--- src/rtl/lic_pkg.sv ---
package lic_pkg;

    localparam int ADDR_W    = 8;
    localparam int DATA_W    = 32;
    localparam int NUM_SRC   = 7;
    localparam int SRC_IDX_W = $clog2(NUM_SRC);
    localparam int PIN_W     = 6;
    localparam int NUM_FLAGS = 4;

    localparam logic [ADDR_W-1:0] OFS_CTRL     = 8'h00;
    localparam logic [ADDR_W-1:0] OFS_PEND     = 8'h04;
    localparam logic [ADDR_W-1:0] OFS_MASK     = 8'h08;
    localparam logic [ADDR_W-1:0] OFS_CLR      = 8'h0C;
    localparam logic [ADDR_W-1:0] OFS_SET      = 8'h10;
    localparam logic [ADDR_W-1:0] OFS_MAP_BASE = 8'h40;
    localparam logic [ADDR_W-1:0] OFS_MAP_END  = OFS_MAP_BASE + ADDR_W'(4 * NUM_SRC);

    typedef enum logic [2:0] {
        SRC_WDOG  = 3'd0,
        SRC_CMP   = 3'd1,
        SRC_TIMER = 3'd2,
        SRC_PERF  = 3'd3,
        SRC_SOFT0 = 3'd4,
        SRC_SOFT1 = 3'd5,
        SRC_DBG   = 3'd6
    } lic_src_e;

    typedef enum logic [2:0] {
        K_NONE,
        K_CTRL,
        K_PEND,
        K_MASK,
        K_CLR,
        K_SET,
        K_MAP
    } lic_kind_e;

    typedef struct packed {
        lic_kind_e             kind;
        logic [SRC_IDX_W-1:0]  idx;
    } lic_dec_t;

    typedef struct packed {
        logic              route_en;
        logic [PIN_W-1:0]  pin;
    } lic_map_t;

    function automatic lic_dec_t lic_decode(input logic [ADDR_W-1:0] a);
        lic_dec_t d;
        d.kind = K_NONE;
        d.idx  = '0;
        if (a[1:0] == 2'b00) begin
            if (a == OFS_CTRL)      d.kind = K_CTRL;
            else if (a == OFS_PEND) d.kind = K_PEND;
            else if (a == OFS_MASK) d.kind = K_MASK;
            else if (a == OFS_CLR)  d.kind = K_CLR;
            else if (a == OFS_SET)  d.kind = K_SET;
            else if (a >= OFS_MAP_BASE && a < OFS_MAP_END) begin
                d.kind = K_MAP;
                d.idx  = SRC_IDX_W'((a - OFS_MAP_BASE) >> 2);
            end
        end
        return d;
    endfunction

    function automatic logic [PIN_W-1:0] lic_resolve_line(input logic [PIN_W-1:0] pin,
                                                          input int max_line);
        return (pin > PIN_W'(max_line)) ? PIN_W'(max_line) : pin;
    endfunction

    function automatic logic lic_src_routable(input logic [NUM_FLAGS-1:0] flags,
                                              input int s);
        case (s)
            int'(SRC_TIMER):                     return flags[0];
            int'(SRC_PERF):                      return flags[1];
            int'(SRC_SOFT0), int'(SRC_SOFT1):    return flags[2];
            int'(SRC_DBG):                       return flags[3];
            default:                             return 1'b1;
        endcase
    endfunction

endpackage

--- src/rtl/lic_regs.sv ---
module lic_regs
    import lic_pkg::*;
(
    input  logic                      clk,
    input  logic                      rst,
    input  logic                      wr_en,
    input  lic_dec_t                  dec,
    input  logic [DATA_W-1:0]         wdata,
    output logic                      eic_q,
    output logic [NUM_SRC-1:0]        mask_q,
    output lic_map_t [NUM_SRC-1:0]    maps_q
);

    logic               set_hit;
    logic               clr_hit;
    logic [NUM_SRC-1:0] lo_bits;
    logic               unused_wdata;

    assign set_hit      = wr_en && (dec.kind == K_SET);
    assign clr_hit      = wr_en && (dec.kind == K_CLR);
    assign lo_bits      = wdata[NUM_SRC-1:0];
    assign unused_wdata = ^wdata[DATA_W-2:NUM_SRC];

    always_ff @(posedge clk) begin
        if (rst) begin
            eic_q <= 1'b0;
        end else if (wr_en && dec.kind == K_CTRL) begin
            eic_q <= wdata[0];
        end
    end

    always_ff @(posedge clk) begin
        if (rst) begin
            mask_q <= '0;
        end else if (set_hit) begin
            mask_q <= mask_q | lo_bits;
        end else if (clr_hit) begin
            mask_q <= mask_q & ~lo_bits;
        end
    end

    for (genvar s = 0; s < NUM_SRC; s++) begin : g_map
        always_ff @(posedge clk) begin
            if (rst) begin
                maps_q[s] <= '0;
            end else if (wr_en && dec.kind == K_MAP && dec.idx == SRC_IDX_W'(s)) begin
                maps_q[s].route_en <= wdata[DATA_W-1];
                maps_q[s].pin      <= wdata[PIN_W-1:0];
            end
        end
    end

    AST_SET_MASK: assert property (@(posedge clk) disable iff (rst)
        set_hit |=> ((mask_q & $past(lo_bits)) == $past(lo_bits)));
    AST_CLR_MASK: assert property (@(posedge clk) disable iff (rst)
        clr_hit |=> ((mask_q & $past(lo_bits)) == '0));
    AST_MASK_HOLD: assert property (@(posedge clk) disable iff (rst)
        !(set_hit || clr_hit) |=> $stable(mask_q));

endmodule

--- src/rtl/lic_route.sv ---
module lic_route
    import lic_pkg::*;
#(
    parameter int NUM_LINES = 6
) (
    input  logic                      clk,
    input  logic                      rst,
    input  logic [NUM_SRC-1:0]        src,
    input  logic [NUM_SRC-1:0]        mask,
    input  lic_map_t [NUM_SRC-1:0]    maps,
    input  logic [NUM_FLAGS-1:0]      flags,
    output logic [NUM_SRC-1:0]        pend_q,
    output logic [NUM_LINES-1:0]      irq
);

    localparam int MAX_LINE = NUM_LINES - 1;

    logic [NUM_SRC-1:0]            active;
    logic [NUM_SRC-1:0][PIN_W-1:0] line_sel;

    always_ff @(posedge clk) begin
        if (rst) pend_q <= '0;
        else     pend_q <= src;
    end

    for (genvar s = 0; s < NUM_SRC; s++) begin : g_src
        assign active[s]   = pend_q[s] & mask[s] & maps[s].route_en
                           & lic_src_routable(flags, s);
        assign line_sel[s] = lic_resolve_line(maps[s].pin, MAX_LINE);
    end

    for (genvar l = 0; l < NUM_LINES; l++) begin : g_line
        logic hit;
        always_comb begin
            hit = 1'b0;
            for (int s = 0; s < NUM_SRC; s++) begin
                if (active[s] && line_sel[s] == PIN_W'(l)) hit = 1'b1;
            end
        end
        assign irq[l] = hit;
    end

    AST_PEND_TRACKS_SRC: assert property (@(posedge clk) disable iff (rst)
        !$past(rst) |-> (pend_q == $past(src)));
    AST_IRQ_NEEDS_ENABLE: assert property (@(posedge clk) disable iff (rst)
        (irq != '0) |-> ((pend_q & mask) != '0));

endmodule

--- src/rtl/lic_rdata.sv ---
module lic_rdata
    import lic_pkg::*;
(
    input  logic                      clk,
    input  logic                      rst,
    input  logic                      rd_en,
    input  lic_dec_t                  dec,
    input  logic                      eic,
    input  logic [NUM_FLAGS-1:0]      flags,
    input  logic [NUM_SRC-1:0]        pend,
    input  logic [NUM_SRC-1:0]        mask,
    input  lic_map_t [NUM_SRC-1:0]    maps,
    output logic [DATA_W-1:0]         rdata_q
);

    logic [DATA_W-1:0] rd_next;

    always_comb begin
        rd_next = '0;
        unique case (dec.kind)
            K_CTRL: rd_next = DATA_W'({flags, eic});
            K_PEND: rd_next = DATA_W'(pend);
            K_MASK: rd_next = DATA_W'(mask);
            K_MAP: begin
                rd_next[DATA_W-1]  = maps[dec.idx].route_en;
                rd_next[PIN_W-1:0] = maps[dec.idx].pin;
            end
            default: rd_next = '0;
        endcase
    end

    always_ff @(posedge clk) begin
        if (rst)        rdata_q <= '0;
        else if (rd_en) rdata_q <= rd_next;
    end

    AST_UNMAPPED_ZERO: assert property (@(posedge clk) disable iff (rst)
        (rd_en && (dec.kind == K_NONE || dec.kind == K_SET || dec.kind == K_CLR))
        |=> (rdata_q == '0));
    AST_RDATA_HOLD: assert property (@(posedge clk) disable iff (rst)
        !rd_en |=> $stable(rdata_q));

endmodule

--- src/rtl/lic_local_ctrl.sv ---
module lic_local_ctrl
    import lic_pkg::*;
#(
    parameter int                   NUM_LINES   = 6,
    parameter logic [NUM_FLAGS-1:0] ROUTE_FLAGS = '1
) (
    input  logic                  clk,
    input  logic                  rst,
    input  logic                  bus_en,
    input  logic                  bus_we,
    input  logic [ADDR_W-1:0]     bus_addr,
    input  logic [DATA_W-1:0]     bus_wdata,
    output logic [DATA_W-1:0]     bus_rdata,
    input  logic [NUM_SRC-1:0]    src_lvl,
    output logic [NUM_LINES-1:0]  cpu_irq
);

    lic_dec_t                dec;
    logic                    wr_en;
    logic                    rd_en;
    logic                    eic_q;
    logic [NUM_SRC-1:0]      mask_q;
    logic [NUM_SRC-1:0]      pend_q;
    lic_map_t [NUM_SRC-1:0]  maps_q;

    assign dec   = lic_decode(bus_addr);
    assign wr_en = bus_en && bus_we;
    assign rd_en = bus_en && !bus_we;

    lic_regs u_regs (
        .clk    (clk),
        .rst    (rst),
        .wr_en  (wr_en),
        .dec    (dec),
        .wdata  (bus_wdata),
        .eic_q  (eic_q),
        .mask_q (mask_q),
        .maps_q (maps_q)
    );

    lic_route #(.NUM_LINES(NUM_LINES)) u_route (
        .clk    (clk),
        .rst    (rst),
        .src    (src_lvl),
        .mask   (mask_q),
        .maps   (maps_q),
        .flags  (ROUTE_FLAGS),
        .pend_q (pend_q),
        .irq    (cpu_irq)
    );

    lic_rdata u_rdata (
        .clk     (clk),
        .rst     (rst),
        .rd_en   (rd_en),
        .dec     (dec),
        .eic     (eic_q),
        .flags   (ROUTE_FLAGS),
        .pend    (pend_q),
        .mask    (mask_q),
        .maps    (maps_q),
        .rdata_q (bus_rdata)
    );

    AST_RESET_LINES_LOW: assert property (@(posedge clk)
        rst |=> (cpu_irq == '0));

endmodule

--- config.mk ---
export PLATFORM = sky130hd
export DESIGN_NAME = lic_local_ctrl
export DESIGN_NICKNAME = d
export VERILOG_FILES = /design/src/rtl/lic_pkg.sv /design/src/rtl/lic_regs.sv /design/src/rtl/lic_route.sv /design/src/rtl/lic_rdata.sv /design/src/rtl/lic_local_ctrl.sv
export SDC_FILE = /design/constraint.sdc
export NUM_CORES = 1
export LEC_CHECK = 0
export CAP_MARGIN = 20
export CORE_ASPECT_RATIO = 1.75
export CORE_MARGIN = 3
export CORE_UTILIZATION = 51
export CTS_CLUSTER_SIZE = 24
export DETAILED_ROUTE_END_ITERATION = 12
export GPL_ROUTABILITY_DRIVEN = 0
export PLACE_DENSITY = 0.84
export SLEW_MARGIN = 20
export SYNTH_ARGS = -nofsm -noshare
export SYNTH_HDL_FRONTEND = slang
export SYNTH_SLANG_ARGS = --single-unit
--- constraint.sdc ---
create_clock -name clk -period 2.6 [get_ports clk]
set_input_delay 0.52 -clock clk [delete_from_list [all_inputs] [get_ports clk]]
set_output_delay 0.52 -clock clk [all_outputs]
set_load 0.01 [all_outputs]
# Word-level counts from Yosys, hierarchy flattened
# Cells that the tools add are included.
[op_classes] add_sub_neg=1 multipliers=0 div=0 magnitude_cmp=10 eq_ne=51 shifts=0 muxes=68 n_bitwise=17 reduce_logical=68
[ops] op="== test 6 x 2 -> 1 bit, second input constant" n=14
[ops] op="== test 6 x 3 -> 1 bit, second input constant" n=14
[ops] op="logical AND 1 bit" n=56
[ops] op="two-way mux 6 bit" n=9
[ops] op="two-way mux 1 bit" n=43
[ops] op="== test 6 x 1 -> 1 bit, second input constant" n=7
[ops] op="greater-than comparator 6 x 3 -> 1 bit, second input constant" n=7
[ops] op="logical NOT 6 bit" n=7
[ops] op="two-way mux 3 bit" n=10
[ops] op="one-hot mux 6 bit (4 select lines)" n=1
[ops] op="binary-select mux 7 bit (select 3 bit)" n=1
[ops] op="two-way mux 7 bit" n=3
[ops] op="== test 3 bit, second input constant" n=6
[ops] op="== test 8 x 4 -> 1 bit, second input constant" n=2
[ops] op="AND 1 bit" n=14
[ops] op="== test 3 x 2 -> 1 bit, second input constant" n=4
[ops] op="== test 8 x 3 -> 1 bit, second input constant" n=1
[ops] op="== test 8 x 5 -> 1 bit, second input constant" n=1
[ops] op="greater-or-equal comparator 8 x 7 -> 1 bit, second input constant" n=1
[ops] op="logical NOT 8 bit" n=1
[ops] op="< comparator 8 x 7 -> 1 bit, second input constant" n=1
[ops] op="AND 7 bit" n=1
[ops] op="NOT 7 bit" n=1
[ops] op="bitwise OR 7 bit" n=1
[ops] op="8 further kinds" n=9
[word_totals] regBits=96 latchBits=0 mem_bits_rw=0 mem_bits_ro=0 in_bits=51 out_inout_bits=38 word_cells=233 n_memories=0

# Longest topological paths before layout
[logic_depth] ltp_word=13 depth_mapped=8

# Cells and area by module
# From an unflattened synthesis, not the netlist that was laid out.
[unflattened] cells_unflattened=464 hier_area_um2=4450.5
[by_module_without_submodules] module="lic_regs" n_inst=1 cells_each=216 area_each_um2=2379.8
[by_module_without_submodules] module="lic_rdata" n_inst=1 cells_each=111 area_each_um2=1054.8
[by_module_without_submodules] module="lic_route" n_inst=1 cells_each=118 area_each_um2=860.8
[by_module_without_submodules] module="lic_local_ctrl" n_inst=1 cells_each=19 area_each_um2=155.1

# Least setup slack after synthesis
# OpenSTA, ideal clock, no wires.
[synth_timing] path_kind="input port to flip-flop" from="input port bus_addr[5]" to="register, netlist name u_regs.maps_q[21]" setup_ns=0.128 t_arrival_ns=1.874 setup_slack_ns=0.598 stages=6 n_path_buf=1 path_cell_list="or3_4 nor3b_4 and4_1 buf_6 mux2i_1 nor2_1"
[synth_via] elab_chain_cells=12 word_cells_on_any_way=24
[synth_rtl] element="start, declared" line="lic_local_ctrl.sv:11" rtl="input logic [ADDR_W-1:0] bus_addr,"
[synth_rtl] element="greater-or-equal comparator 8 x 7 -> 1 bit or < comparator 8 x 7 -> 1 bit (tied branches)" line="lic_pkg.sv:58" rtl="else if (a >= OFS_MAP_BASE && a < OFS_MAP_END) begin"
[synth_rtl] element="logical AND 1 bit" line="lic_pkg.sv:58"
[synth_rtl] element="two-way mux 6 bit" line="lic_pkg.sv:58"
[synth_rtl] element="two-way mux 3 bit" line="lic_pkg.sv:57" rtl="else if (a == OFS_SET) d.kind = K_SET;"
[synth_rtl] element="two-way mux 3 bit" line="lic_pkg.sv:56" rtl="else if (a == OFS_CLR) d.kind = K_CLR;"
[synth_rtl] element="two-way mux 3 bit" line="lic_pkg.sv:55" rtl="else if (a == OFS_MASK) d.kind = K_MASK;"
[synth_rtl] element="two-way mux 3 bit" line="lic_pkg.sv:54" rtl="else if (a == OFS_PEND) d.kind = K_PEND;"
[synth_rtl] element="two-way mux 3 bit" line="lic_pkg.sv:53" rtl="if (a == OFS_CTRL) d.kind = K_CTRL;"
[synth_rtl] element="two-way mux 6 bit (*)" line="lic_pkg.sv:52" rtl="if (a[1:0] == 2'b00) begin"
[synth_rtl] element="== test 3 bit" line="lic_regs.sv:46" rtl="end else if (wr_en && dec.kind == K_MAP && dec.idx == SRC_IDX_W'(s)) begin"
[synth_rtl] element="logical AND 1 bit" line="lic_regs.sv:46"
[synth_rtl] element="logical AND 1 bit (*)" line="lic_regs.sv:46"
# Every way passes the cells marked *; elsewhere a longest branch is shown, timed or not.
# A chain may end at the register's enable or synchronous reset.

# Final worst setup path
[layout_timing] from="register, netlist name u_regs.maps_q[38]" to="output port cpu_irq[3]"
[layout_via] elab_chain_cells=6
[layout_rtl] element="greater-than comparator 6 x 3 -> 1 bit" line="lic_pkg.sv:68" rtl="return (pin > PIN_W'(max_line)) ? PIN_W'(max_line) : pin;"
[layout_rtl] element="two-way mux 6 bit (*)" line="lic_pkg.sv:68"
[layout_rtl] element="== test 6 x 2 -> 1 bit (*)" line="lic_route.sv:37" rtl="if (active[s] && line_sel[s] == PIN_W'(l)) hit = 1'b1;"
[layout_rtl] element="logical AND 1 bit (*)" line="lic_route.sv:37"
[layout_rtl] element="two-way mux 1 bit (*) (2 in a row)" line="lic_route.sv:37"
[layout_rtl] element="end, declared" line="lic_local_ctrl.sv:15" rtl="output logic [NUM_LINES-1:0] cpu_irq"
# Marked as above.

==> results.toml <==
[logic_synthesis]
async_reset_ff_frac = 0
yosysSeqAreaShare = 0.347
synth_cell_type_count = 56
synthFlopType = "dfxtp_1"
ys_seq_elements = 72
syn_area_mm2 = 0.00416
avgSynthCellArea_um2 = 8.31
yosys_warnings = 0
yosysTopAreaCellShare = 0.347
syn_inst = 500
synth_area_leaders = "dfxtp_1 (35%), mux2i_1 (14%), nor2_1 (7.0%), buf_4 (5.6%), nand3_1 (3.0%)"
synth_top_area_cell = "dfxtp_1"
synth_edf_count = 0

[routing]
drc = 0
drt_iter0_markers = 493
vias = 4159
ant_nets = 0
dr.pass1.iters = 8
wl_um = 13300
vias_per_cell = 6.32
wire_per_inst_um = 20.3

[setup_path]
cp-endpoint = "cpu_irq[3]"
cp-end-kind = "output port"
start_kind = "flop"
critical_path_class = "flop to output port"
worstPathRequired_ns = 2.08
critPathLaunch = "u_regs.maps_q[38]"
reg2reg_depth = 5
crit_arrival_ns = 1.99
r2r_start = "u_regs.maps_q[48]"
worstPathMaxFanout = 4
r2r-end = "u_rdata.rdata_q[31]"
r2r_setup_slack_ns = 1.04

[global_routing]
grt_first_pass_wirelength_um = 20700
busiest_layer = "met2"
grt_util_met1 = 0.302
grt_use_total = 0.295
grt_pass1_vias = 4055
antenna_found_initial = 0
grtUsageMet2 = 0.493
grt_max_degree = 40
grtUsageMet3 = 0.0772
overflow = 0

[finish]
postLayoutCoreUtil = 0.657
layout_common_cells = "nor2_1 (78), dfxtp_1 (70), mux2i_1 (59)"
nets = 614
syn_to_final_growth_pct = 25.0
final_layout_size_suffix_gt1_frac = 0.174
layout_commonest_cell = "nor2_1"
final_cell_area_mm2 = 0.00519
diodes = 0

[cts]
cts_max_path_buffers = 2
path_clk_slew_ns = 0.06
clk_latency_ns = 0.34
cts_made_buffers = 9
cts.sink_count = 72
clk_root_buffer_cell = "clkbuf_16"
cts_hold_buffers = 0
cts_tree = "done"
htreeDepth = 3

[timing]
skew_ns = 0.00606
tightest_slew_ns = 0.713
hold_viol = 0
tns_ns = 0
grt_setup_unrepaired = "false"
relSlewSlack = 0.525
finalCritPeriodShare = 0.965
holdWs_ns = 0.501
min_period_ns = 2.51
setup_viol = 0
final_max_slew_viol_count = 0
fmax_mhz = 398

[power_and_ir_drop]
p_leak_uw = 0.00220
p_total_uw = 2590
p_per_area_mw_per_mm2 = 499
irDropWorstVdd_mv = 0.500

[floorplanning]
die_area_mm2 = 0.00931
rows = 43
die_h_um = 125
chipWidth_um = 74.2
ios = 89
core_area_mm2 = 0.00791
start_util = 0.526

[placement]
hpwl_um = 9750
dpl_cell_area_mm2 = 0.00480
io_buffers = 40

[run]
drv_cap = 0

[hold_path]
hp-start = "u_rdata.rdata_q[6]"
hold_path.class = "flop to flop"

[run_status]
status = "finished clean"
[layer usage]
| metal | up-vias | wire length [um] |
|---|---|---|
| met5 | - | 0 |
| met4 | 0 | 1180 |
| met3 | 94 | 1130 |
| met2 | 281 | 6550 |
| met1 | 1909 | 4470 |
| li1 | 1875 | - |
[sequential cells by signal, indices dropped and copies added, names as in the netlist, named ones only]
signal           count
u_regs.maps_q       49
u_regs.eic_q         1
u_rdata.rdata_q      8
u_route.pend_q       7
[worst min-delay path by stage]
stage / endpoint / slack [ns] / depth (start not counted)
floorplan: u_regs.eic_q / 0.46 / 2
global placement: u_regs.eic_q / 0.48 / 2
detailed placement: u_rdata.rdata_q[6] / 0.51 / 2
CTS: u_rdata.rdata_q[6] / 0.52 / 2
global route: u_rdata.rdata_q[6] / 0.54 / 2
finish: u_rdata.rdata_q[6] / 0.50 / 2
[layout make-up]
cell class	count	area (um^2)
Clock buffer	11	253
Clock inverter	5	55.1
Fill cell	592	2710
Inverter	8	30.0
Multi-Input combinational cell	381	2480
Sequential cell	72	1440
Tap cell	90	113
Timing Repair Buffer	91	816
[repair_timing]
action                     in CTS  in global routing
hold endpoints to repair        0                  0
gates resized for setup        11                 14
setup endpoints to repair       6                  5
buffers inserted                0                  1
pin swaps                       1                  1
[through the flow]
step / std cells / setup slack [ns]
after CTS: 657 / 0.00635
after floorplan: 523 / 0.598
after global routing: 658 / 0.00329
after detailed placement: 641 / -0.146
after global placement: 641 / -0.0651
final: 658 / 0.0898
[critical path: stages (launching register included)]
cell and delay (ns):
dfxtp_1 0.31, or3_4 0.42, nor3_2 0.19, buf_4 0.16, nand3_1 0.07, nand4_1 0.10
nand4b_1 0.12, dlygate4sd2_1 0.28
[synthesized netlist by cell type (4+ instances only)]
| library cell | n |
|---|---|
| a21boi_0 | 4 |
| a21oi_1 | 17 |
| a222oi_1 | 5 |
| a22oi_1 | 8 |
| a311oi_1 | 5 |
| and3_1 | 6 |
| buf_2 | 7 |
| buf_4 | 31 |
| clkbuf_1 | 22 |
| dfxtp_1 | 72 |
| inv_1 | 7 |
| mux2i_1 | 59 |
| nand2_1 | 27 |
| nand3_1 | 25 |
| nand3b_1 | 6 |
| nor2_1 | 78 |
| nor2b_1 | 17 |
| nor3_1 | 10 |
| nor3b_1 | 8 |
| nor4_1 | 7 |
| o211ai_1 | 4 |
| o21ai_0 | 18 |
| o22ai_1 | 4 |
| or3_1 | 6 |
[cells by family (layout without fill, tap and decap cells)]
group	Yosys count	in the layout	synth area share
AO/OA/AOI/OAI	89	89	0.157
buffers and inverters	70	115	0.0951
flip-flops	72	72	0.347
multiplexers	59	59	0.142
other	1	24	0.000902
AND/OR/NAND/NOR	209	209	0.258
[where the power goes]
group	switching (uW)	internal (uW)	total [uW]	leakage, uW
clock network	463	790	1250	0.000148
registers	4.40	1110	1110	0.000583
logic	135	88.3	223	0.00147
Note: power is estimated with default switching activity, not from simulation.
